File: config.mk
export PLATFORM = sky130hd
export DESIGN_NAME = uart_rx_queue
export DESIGN_NICKNAME = d
export VERILOG_FILES = /design/src/rtl/uart_rxq_pkg.sv /design/src/rtl/uart_rxq_store.sv /design/src/rtl/uart_rxq_errs.sv /design/src/rtl/uart_rxq_flow.sv /design/src/rtl/uart_rx_queue.sv
export SDC_FILE = /design/constraint.sdc
export NUM_CORES = 1
export LEC_CHECK = 0
export ABC_AREA = 1
export BUFFER_PORTS_ARGS = -buffer_cell sky130_fd_sc_hd__buf_2
export CAP_MARGIN = 20
export CORE_MARGIN = 2
export CORE_UTILIZATION = 30
export DETAILED_ROUTE_END_ITERATION = 12
export GPL_ROUTABILITY_DRIVEN = 0
export GPL_TIMING_DRIVEN = 0
export SYNTH_ARGS = -nofsm -noshare
export SYNTH_HDL_FRONTEND = slang
export SYNTH_HIERARCHICAL = 1
export SYNTH_SLANG_ARGS = --single-unit
File: constraint.sdc
create_clock -name clk -period 7.93 [get_ports clk]
set_input_delay 0.3965 -clock clk [delete_from_list [all_inputs] [get_ports clk]]
set_output_delay 0.3965 -clock clk [all_outputs]
set_load 0.01 [all_outputs]
File: src/rtl/uart_rxq_pkg.sv
package uart_rxq_pkg;

    localparam int unsigned BYTE_W = 8;

    typedef struct packed {
        logic              brk;
        logic              ferr;
        logic              perr;
        logic [BYTE_W-1:0] data;
    } rxq_entry_t;

    function automatic logic entry_flagged(input rxq_entry_t e);
        return e.brk | e.ferr | e.perr;
    endfunction

    function automatic int unsigned trig_level(input logic [1:0] code);
        case (code)
            2'd0:    return 1;
            2'd1:    return 4;
            2'd2:    return 8;
            default: return 14;
        endcase
    endfunction

endpackage

File: src/rtl/uart_rxq_store.sv
module uart_rxq_store
    import uart_rxq_pkg::*;
#(
    parameter int unsigned DEPTH = 16,
    parameter int unsigned CW    = $clog2(DEPTH + 1)
) (
    input  logic          clk,
    input  logic          rst,
    input  logic          clr,
    input  logic          push_req,
    input  rxq_entry_t    wr_entry,
    input  logic          pop_req,
    output logic          push_acc,
    output logic          pop_acc,
    output logic          drop,
    output logic [CW-1:0] count,
    output rxq_entry_t    head
);
    localparam int unsigned AW = (DEPTH > 1) ? $clog2(DEPTH) : 1;

    rxq_entry_t    slot [DEPTH];
    logic [AW-1:0] wr_ptr, rd_ptr;

    assign pop_acc  = pop_req & (count != '0) & ~clr;
    assign push_acc = push_req & ~clr & ((count < CW'(DEPTH)) | pop_acc);
    assign drop     = push_req & ~clr & ~push_acc;
    assign head     = slot[rd_ptr];

    function automatic logic [AW-1:0] bump(input logic [AW-1:0] p);
        return (p == AW'(DEPTH - 1)) ? '0 : p + 1'b1;
    endfunction

    for (genvar i = 0; i < DEPTH; i++) begin : g_slot
        always_ff @(posedge clk) begin
            if (push_acc && wr_ptr == AW'(i)) begin
                slot[i] <= wr_entry;
            end
        end
    end

    always_ff @(posedge clk) begin
        if (rst || clr) begin
            wr_ptr <= '0;
            rd_ptr <= '0;
            count  <= '0;
        end else begin
            if (push_acc) wr_ptr <= bump(wr_ptr);
            if (pop_acc)  rd_ptr <= bump(rd_ptr);
            if (push_acc && !pop_acc)      count <= count + 1'b1;
            else if (pop_acc && !push_acc) count <= count - 1'b1;
        end
    end

    // push and pop together keep the occupancy
    a_r8_pushpop_steady: assert property (@(posedge clk) disable iff (rst)
        (push_acc && pop_acc) |=> (count == $past(count)));

    // a discarded character leaves the queue full
    a_r3_full_no_grow: assert property (@(posedge clk) disable iff (rst)
        drop |=> (count == CW'(DEPTH)));

endmodule

File: src/rtl/uart_rxq_errs.sv
module uart_rxq_errs #(
    parameter int unsigned CW = 5
) (
    input  logic clk,
    input  logic rst,
    input  logic clr,
    input  logic push_acc,
    input  logic push_flag,
    input  logic pop_acc,
    input  logic pop_flag,
    input  logic drop,
    input  logic lsr_rd,
    output logic overrun,
    output logic any_err
);
    logic [CW-1:0] err_cnt;
    logic          add_err, sub_err;

    assign add_err = push_acc & push_flag;
    assign sub_err = pop_acc & pop_flag;

    always_ff @(posedge clk) begin
        if (rst || clr) begin
            err_cnt <= '0;
        end else if (add_err && !sub_err) begin
            err_cnt <= err_cnt + 1'b1;
        end else if (sub_err && !add_err) begin
            err_cnt <= err_cnt - 1'b1;
        end
    end

    always_ff @(posedge clk) begin
        if (rst) begin
            overrun <= 1'b0;
        end else if (drop) begin
            overrun <= 1'b1;
        end else if (lsr_rd) begin
            overrun <= 1'b0;
        end
    end

    always_ff @(posedge clk) begin
        if (rst || clr) begin
            any_err <= 1'b0;
        end else if (add_err) begin
            any_err <= 1'b1;
        end else if (lsr_rd && err_cnt == '0) begin
            any_err <= 1'b0;
        end
    end

    // a discard always shows as overrun
    a_r3_ovr_set: assert property (@(posedge clk) disable iff (rst)
        drop |=> overrun);

    // the error bit survives while flagged entries remain
    a_r5_err_hold: assert property (@(posedge clk) disable iff (rst)
        (any_err && err_cnt != '0 && !clr) |=> any_err);

endmodule

File: src/rtl/uart_rxq_flow.sv
module uart_rxq_flow
    import uart_rxq_pkg::*;
#(
    parameter int unsigned CW = 5
) (
    input  logic          clk,
    input  logic          rst,
    input  logic [CW-1:0] count,
    input  logic [1:0]    trig_code,
    input  logic          afc_en,
    input  logic          rts_force,
    input  logic          start_seen,
    output logic          trig_hit,
    output logic          rts
);
    logic [CW-1:0] level;

    assign level    = CW'(trig_level(trig_code));
    assign trig_hit = (count >= level);

    always_ff @(posedge clk) begin
        if (rst || !rts_force) begin
            rts <= 1'b0;
        end else if (!afc_en || !trig_hit) begin
            rts <= 1'b1;
        end else if (start_seen) begin
            rts <= 1'b0;
        end
    end

    // no request-to-send without the software enable
    a_r6_forced_off: assert property (@(posedge clk) disable iff (rst)
        !rts_force |=> !rts);

    // a start bit at or above the level drops the request
    a_r6_start_drop: assert property (@(posedge clk) disable iff (rst)
        (rts_force && afc_en && trig_hit && start_seen) |=> !rts);

endmodule

File: src/rtl/uart_rx_queue.sv
module uart_rx_queue
    import uart_rxq_pkg::*;
#(
    parameter int unsigned DEPTH = 16
) (
    input  logic              clk,
    input  logic              rst,
    input  logic              rx_valid_i,
    input  logic [BYTE_W-1:0] rx_data_i,
    input  logic              rx_perr_i,
    input  logic              rx_ferr_i,
    input  logic              rx_brk_i,
    input  logic              start_seen_i,
    input  logic              data_rd_i,
    input  logic              lsr_rd_i,
    input  logic              fifo_clr_i,
    input  logic [1:0]        trig_code_i,
    input  logic              afc_en_i,
    input  logic              rts_force_i,
    output logic [BYTE_W-1:0] head_data_o,
    output logic              data_ready_o,
    output logic              overrun_o,
    output logic              head_perr_o,
    output logic              head_ferr_o,
    output logic              head_brk_o,
    output logic              any_err_o,
    output logic              clr_pend_o,
    output logic              trig_hit_o,
    output logic              rts_o
);
    localparam int unsigned CW = $clog2(DEPTH + 1);

    rxq_entry_t    in_entry, head;
    logic          push_acc, pop_acc, drop;
    logic [CW-1:0] count;
    logic          clr_pend;

    assign in_entry = '{brk: rx_brk_i, ferr: rx_ferr_i, perr: rx_perr_i, data: rx_data_i};

    always_ff @(posedge clk) begin
        if (rst) begin
            clr_pend <= 1'b0;
        end else if (fifo_clr_i) begin
            clr_pend <= 1'b1;
        end else begin
            clr_pend <= 1'b0;
        end
    end

    uart_rxq_store #(.DEPTH(DEPTH), .CW(CW)) u_store (
        .clk      (clk),
        .rst      (rst),
        .clr      (clr_pend),
        .push_req (rx_valid_i),
        .wr_entry (in_entry),
        .pop_req  (data_rd_i),
        .push_acc (push_acc),
        .pop_acc  (pop_acc),
        .drop     (drop),
        .count    (count),
        .head     (head)
    );

    uart_rxq_errs #(.CW(CW)) u_errs (
        .clk       (clk),
        .rst       (rst),
        .clr       (clr_pend),
        .push_acc  (push_acc),
        .push_flag (entry_flagged(in_entry)),
        .pop_acc   (pop_acc),
        .pop_flag  (entry_flagged(head)),
        .drop      (drop),
        .lsr_rd    (lsr_rd_i),
        .overrun   (overrun_o),
        .any_err   (any_err_o)
    );

    uart_rxq_flow #(.CW(CW)) u_flow (
        .clk        (clk),
        .rst        (rst),
        .count      (count),
        .trig_code  (trig_code_i),
        .afc_en     (afc_en_i),
        .rts_force  (rts_force_i),
        .start_seen (start_seen_i),
        .trig_hit   (trig_hit_o),
        .rts        (rts_o)
    );

    assign data_ready_o = (count != '0);
    assign head_data_o  = head.data;
    assign head_perr_o  = data_ready_o & head.perr;
    assign head_ferr_o  = data_ready_o & head.ferr;
    assign head_brk_o   = data_ready_o & head.brk;
    assign clr_pend_o   = clr_pend;

    // a pending clear leaves the queue empty one edge later
    a_r7_clear_empties: assert property (@(posedge clk) disable iff (rst)
        clr_pend |=> !data_ready_o);

    // no head flags on an empty queue
    a_r4_empty_flags: assert property (@(posedge clk) disable iff (rst)
        !data_ready_o |-> !(head_perr_o || head_ferr_o || head_brk_o));

endmodule

# == Word level (Yosys, flattened, before mapping) ==
# Memory sizes are Yosys's and may differ from the RTL's. A register that Yosys moved wholly into a read port is not among the register bits.
# Cells that the tools add are included.
# totals
mem_count,1
reg_bits,22
word_cells,200
input_bits,22
ramBits,176
# mem_list
name,words,width,read_ports,rd_ports_with_merged_regs,write_ports,line_no,source
u_store.slot,16,11,1,1,1,uart_rxq_store.sv:21,rxq_entry_t slot [DEPTH];
# classes
mux,93
reduce_logical,55
n_addsub,6
n_bitwise,17
eq_ne,18
order_cmp,2
# op_table
cell,count
$mux 11,15
$reduce_or 11->1,15
$mux 4,19
$mux 1,54
$eq 4x4->1 const B,9
$logic_and 1x1->1,21
$mux 5,4
$eq 4x3->1 const B,4
$pmux 4 s3,1
$add 5x1->5 const B,2
$and 1x1->1,10
$reduce_bool 2->1,5
$sub 5x1->5 const B,2
$add 4x1->4 const B,2
$eq 4x2->1 const B,2
$logic_not 1->1,7
$ge 5x4->1,1
$logic_not 5->1,1
$lt 5x5->1 const B,1
$or 1x1->1,5
$reduce_bool 5->1,1
$eq 4x1->1 const B,1
$logic_not 4->1,1
$logic_or 1x1->1,3
other kinds (4),5

# == Depth between registers and ports, before layout ==
# logic_depth
depth_word,24
ltp_mapped,22

# == Hierarchy ==
# Netlist, hierarchy kept.
# modules_own_cells
module,instances,area_per_inst_um2,cells_per_inst
uart_rxq_store,1,8137.8,729
uart_rxq_errs,1,465.4,66
uart_rxq_flow,1,175.2,29
uart_rx_queue,1,78.8,15

# == Worst setup path before layout ==
# No wires, ideal clock.
# synth_timing
path_type,register to register
from,reg (tool-made name)
to,reg u_errs.err_cnt[4]
arrival_ps,2467
synth_period_minus_slack_ps,2575
stages_incl_launch_ff,18
setup_time_ps,109
setup_slack_ps,5355
cell_sequence,dfxtp_1 buf_4 buf_6 buf_6 o211ai_1 nand3_1 nand3_1 nand2_1 or3_1 nand2_1 ha_1 inv_1 ha_1 or2_1 nand3_1 nand3_1 nand2_1 inv_1
# synth_lines
item,line_no,source
"end signal, assigned",uart_rxq_errs.sv:26,err_cnt <= err_cnt + 1'b1;
"end signal, assigned",uart_rxq_errs.sv:28,err_cnt <= err_cnt - 1'b1;
"end, declared",uart_rxq_errs.sv:16,logic [CW-1:0] err_cnt;

==> reports/qor.csv <==
metric;value;unit
status;finished clean;
share of cells above drive strength 1;0.140;
yosys warns;6;
Mapped Area;0.00886;mm2
Post-Place Setup Slack;4720;ps
Critical Path RT;8330;ps
commonest non-fill, non-tap cell in the layout;nand2_1;
clock sink total;202;
IO buf count;38;
number of synthesized flops with an enable pin;176;
RSZ-0062 raised after global routing;no;
vias in the first global route;5974;
CTS tree;done;
clk buf depth;3;
Post-CTS Setup Inserts;0;
DPL Wire Length;16200;um
Crit Path Max Fanout;10;
Crit path max-delay family;simple AND/OR/NAND/NOR gates;
final setup vio count;0;
initial core utilization;0.307;
maximum VDD drop;0.146;mV
post-route minimum period;3220;ps
slowest cell delay on critical path;420;ps
slowest CP cell;fa_1;
DRT Pass-1 Iters;7;
count of pins over their slew limit;0;
cells resized by post-CTS repair;0;
Die ar.;0.0309;mm2
final wirelength;23600;um
global route overflow;0;
Reg clk slew, reported paths;60;ps
Layout Area Growth over Synthesis;17.8;%
CP Class;reg2reg;
die width;176;um
row count;62;
Mapped Nets;880;
CP Cell Sequence;buf_4 > inv_4 > clkbuf_1 > o21ai_0 > nand3_1 > nand3_1 > nand2_1 > or3_1 > nand2_1 > ha_1 > inv_1 > fa_1 > nand2_1 > nand2_1 > nand3_1 > nand3_1 > nand2_1 > inv_1;
chip height;176;um
Final period util;0.407;
commonest cells after routing, fill and taps aside;nand2_1, edfxtp_1, nor2_1;
post-synthesis register bit count;202;
worst path buffer plus inverter count;5;
Via Count;6309;
Ant. Diodes;0;
CP dominant cell by count;nand2_1;
P_leak;0.00402;uW
drt drc;0;
first-pass GRT wire length;35600;um
H-tree Lvls;1;
final worst setup slack;4710;ps
syn avg cell area;10.6;um2
Synth Flop Type;edfxtp_1;
Max-cap violations;0;
CTS buffer count;22;
Slew headroom;0.322;
vias per cell;4.81;
final worst clock skew;15.3;ps
Clock Latency Late Sink;500;ps
Worst-Margin Slew;1010;ps
Post-CTS Hold Buffers;0;
Hold Crit Class;in2reg;
biggest area consumer among synthesized cells;edfxtp_1;
final hold violations;0;
largest net degree at the start of global routing;18;
Synth cell types;31;
post-route ant nets;0;
initial antenna violation count;0;
Pwr Density;276;mW/mm2
Synth area leaders;edfxtp_1, nand2_1, dfxtp_1;
FMAX;310;MHz
register area share after synthesis;0.655;
boundary pin count;39;
Global Route Usage Sum;0.152;
core outline area;0.0289;mm2
Root Driver;clkbuf_16;
setup TNS;0;ps
top cell type's share of synthesized area;0.597;
crit path capture type;flip-flop;
arrival time worst endpoint;3630;ps
WL per Instance;18.0;um
Post-Syn Instances;839;
Synth async-reset ratio;0;
Nets;953;
DRT iter0 DRCs;622;
startpoint types;flip-flop;
-- per-layer routing --
| metal | part of all wire | GRT usage | vias up | wire (um) |
|---|---|---|---|---|
| li1 | - | - | 2989 | - |
| met1 | 0.45 | 0.218 | 3029 | 10700 |
| met2 | 0.45 | 0.235 | 246 | 10600 |
| met3 | 0.065 | 0.0184 | 45 | 1540 |
| met4 | 0.036 | 0.0603 | 0 | 845 |
| met5 | 0 | 0 | - | 0 |
-- worst reg2reg max path, stage by stage (launching register included) --
cell and delay [ps]:
dfxtp_1 310, buf_4 200, inv_4 70, clkbuf_1 210, o21ai_0 380, nand3_1 170, nand3_1 100, nand2_1 90
or3_1 400, nand2_1 90, ha_1 160, inv_1 110, fa_1 420, nand2_1 100, nand2_1 70, nand3_1 80
nand3_1 80, nand2_1 60, inv_1 30
-- cells in the mapped netlist, types with 2 or more instances --
cell,count
nand2_1,182
edfxtp_1,176
nor2_1,111
inv_1,81
nand3_1,80
o21ai_0,40
o211ai_1,29
dfxtp_1,26
ha_1,17
buf_2,16
nor3_1,16
a21oi_1,11
buf_6,7
clkbuf_1,7
o21ai_1,7
buf_4,5
xor2_1,5
nand4_1,3
or2_1,3
a21oi_2,2
buf_1,2
fa_1,2
nor2_2,2
or3_1,2
-- sequential cells by signal, summed over array words and instances (netlist names), named ones only --
register	cells
clr_pend_o	1
u_errs/any_err	1
u_errs/err_cnt	5
u_errs/overrun	1
u_flow/rts	1
u_store/count	5
u_store/rd_ptr	4
u_store/slot	176
u_store/wr_ptr	4
-- area by class of cell --
cell class | count | area [um2]
buffer | 37 | 230
clock buffer | 30 | 622
clock inverter | 9 | 92.6
fill | 2858 | 18400
inverter | 83 | 314
multi-input combinational | 517 | 2580
sequential | 202 | 5810
tap | 384 | 480
timing repair buffer | 49 | 307
-- through the flow --
step	total power [uW]	instance area, um2	cells	hold WS, ps	utilization
after detailed placement	1880	9720	1272	471	0.337
after global placement	1870	9530	1261	465	0.330
after floorplan	1650	8860	839	468	-
after CTS	2900	10400	1311	79.2	0.362
final	2880	10400	1311	96.5	0.362
after global routing	3020	10400	1311	91.8	0.362
-- cell families after synthesis --
group                      count (synthesis)  synth area share
AOI/OAI and AO/OA                         91            0.0616
adders and majority gates                 19            0.0285
and+or+nand+nor                          401             0.187
xor gates and xnor gates                   6           0.00593
DFF                                      202             0.655
buffers and inverters                    120            0.0615
-- worst paths after layout --
path / start / endpoint / slack [ps] / depth (start not counted)
hold / removal: fifo_clr_i / clr_pend_o$_SDFF_PP0_ / 100 / 3
setup / recovery: flip-flop / u_errs/err_cnt[4]$_SDFFE_PP0P_ / 4710 / 18
setup reg to reg: flip-flop / u_errs/err_cnt[4]$_SDFFE_PP0P_ / 4710 / 18
hold reg to reg: u_errs/any_err$_SDFFE_PP0P_ / u_errs/any_err$_SDFFE_PP0P_ / 480 / 2
-- report_power, final --
group / internal, uW / leakage, uW / switching (uW) / total [uW]
sequential: 1190 / 0.00180 / 32.2 / 1220
clock: 611 / 0.000346 / 400 / 1010
combinational: 216 / 0.00187 / 429 / 644
Power figures use the tool's default switching activity.
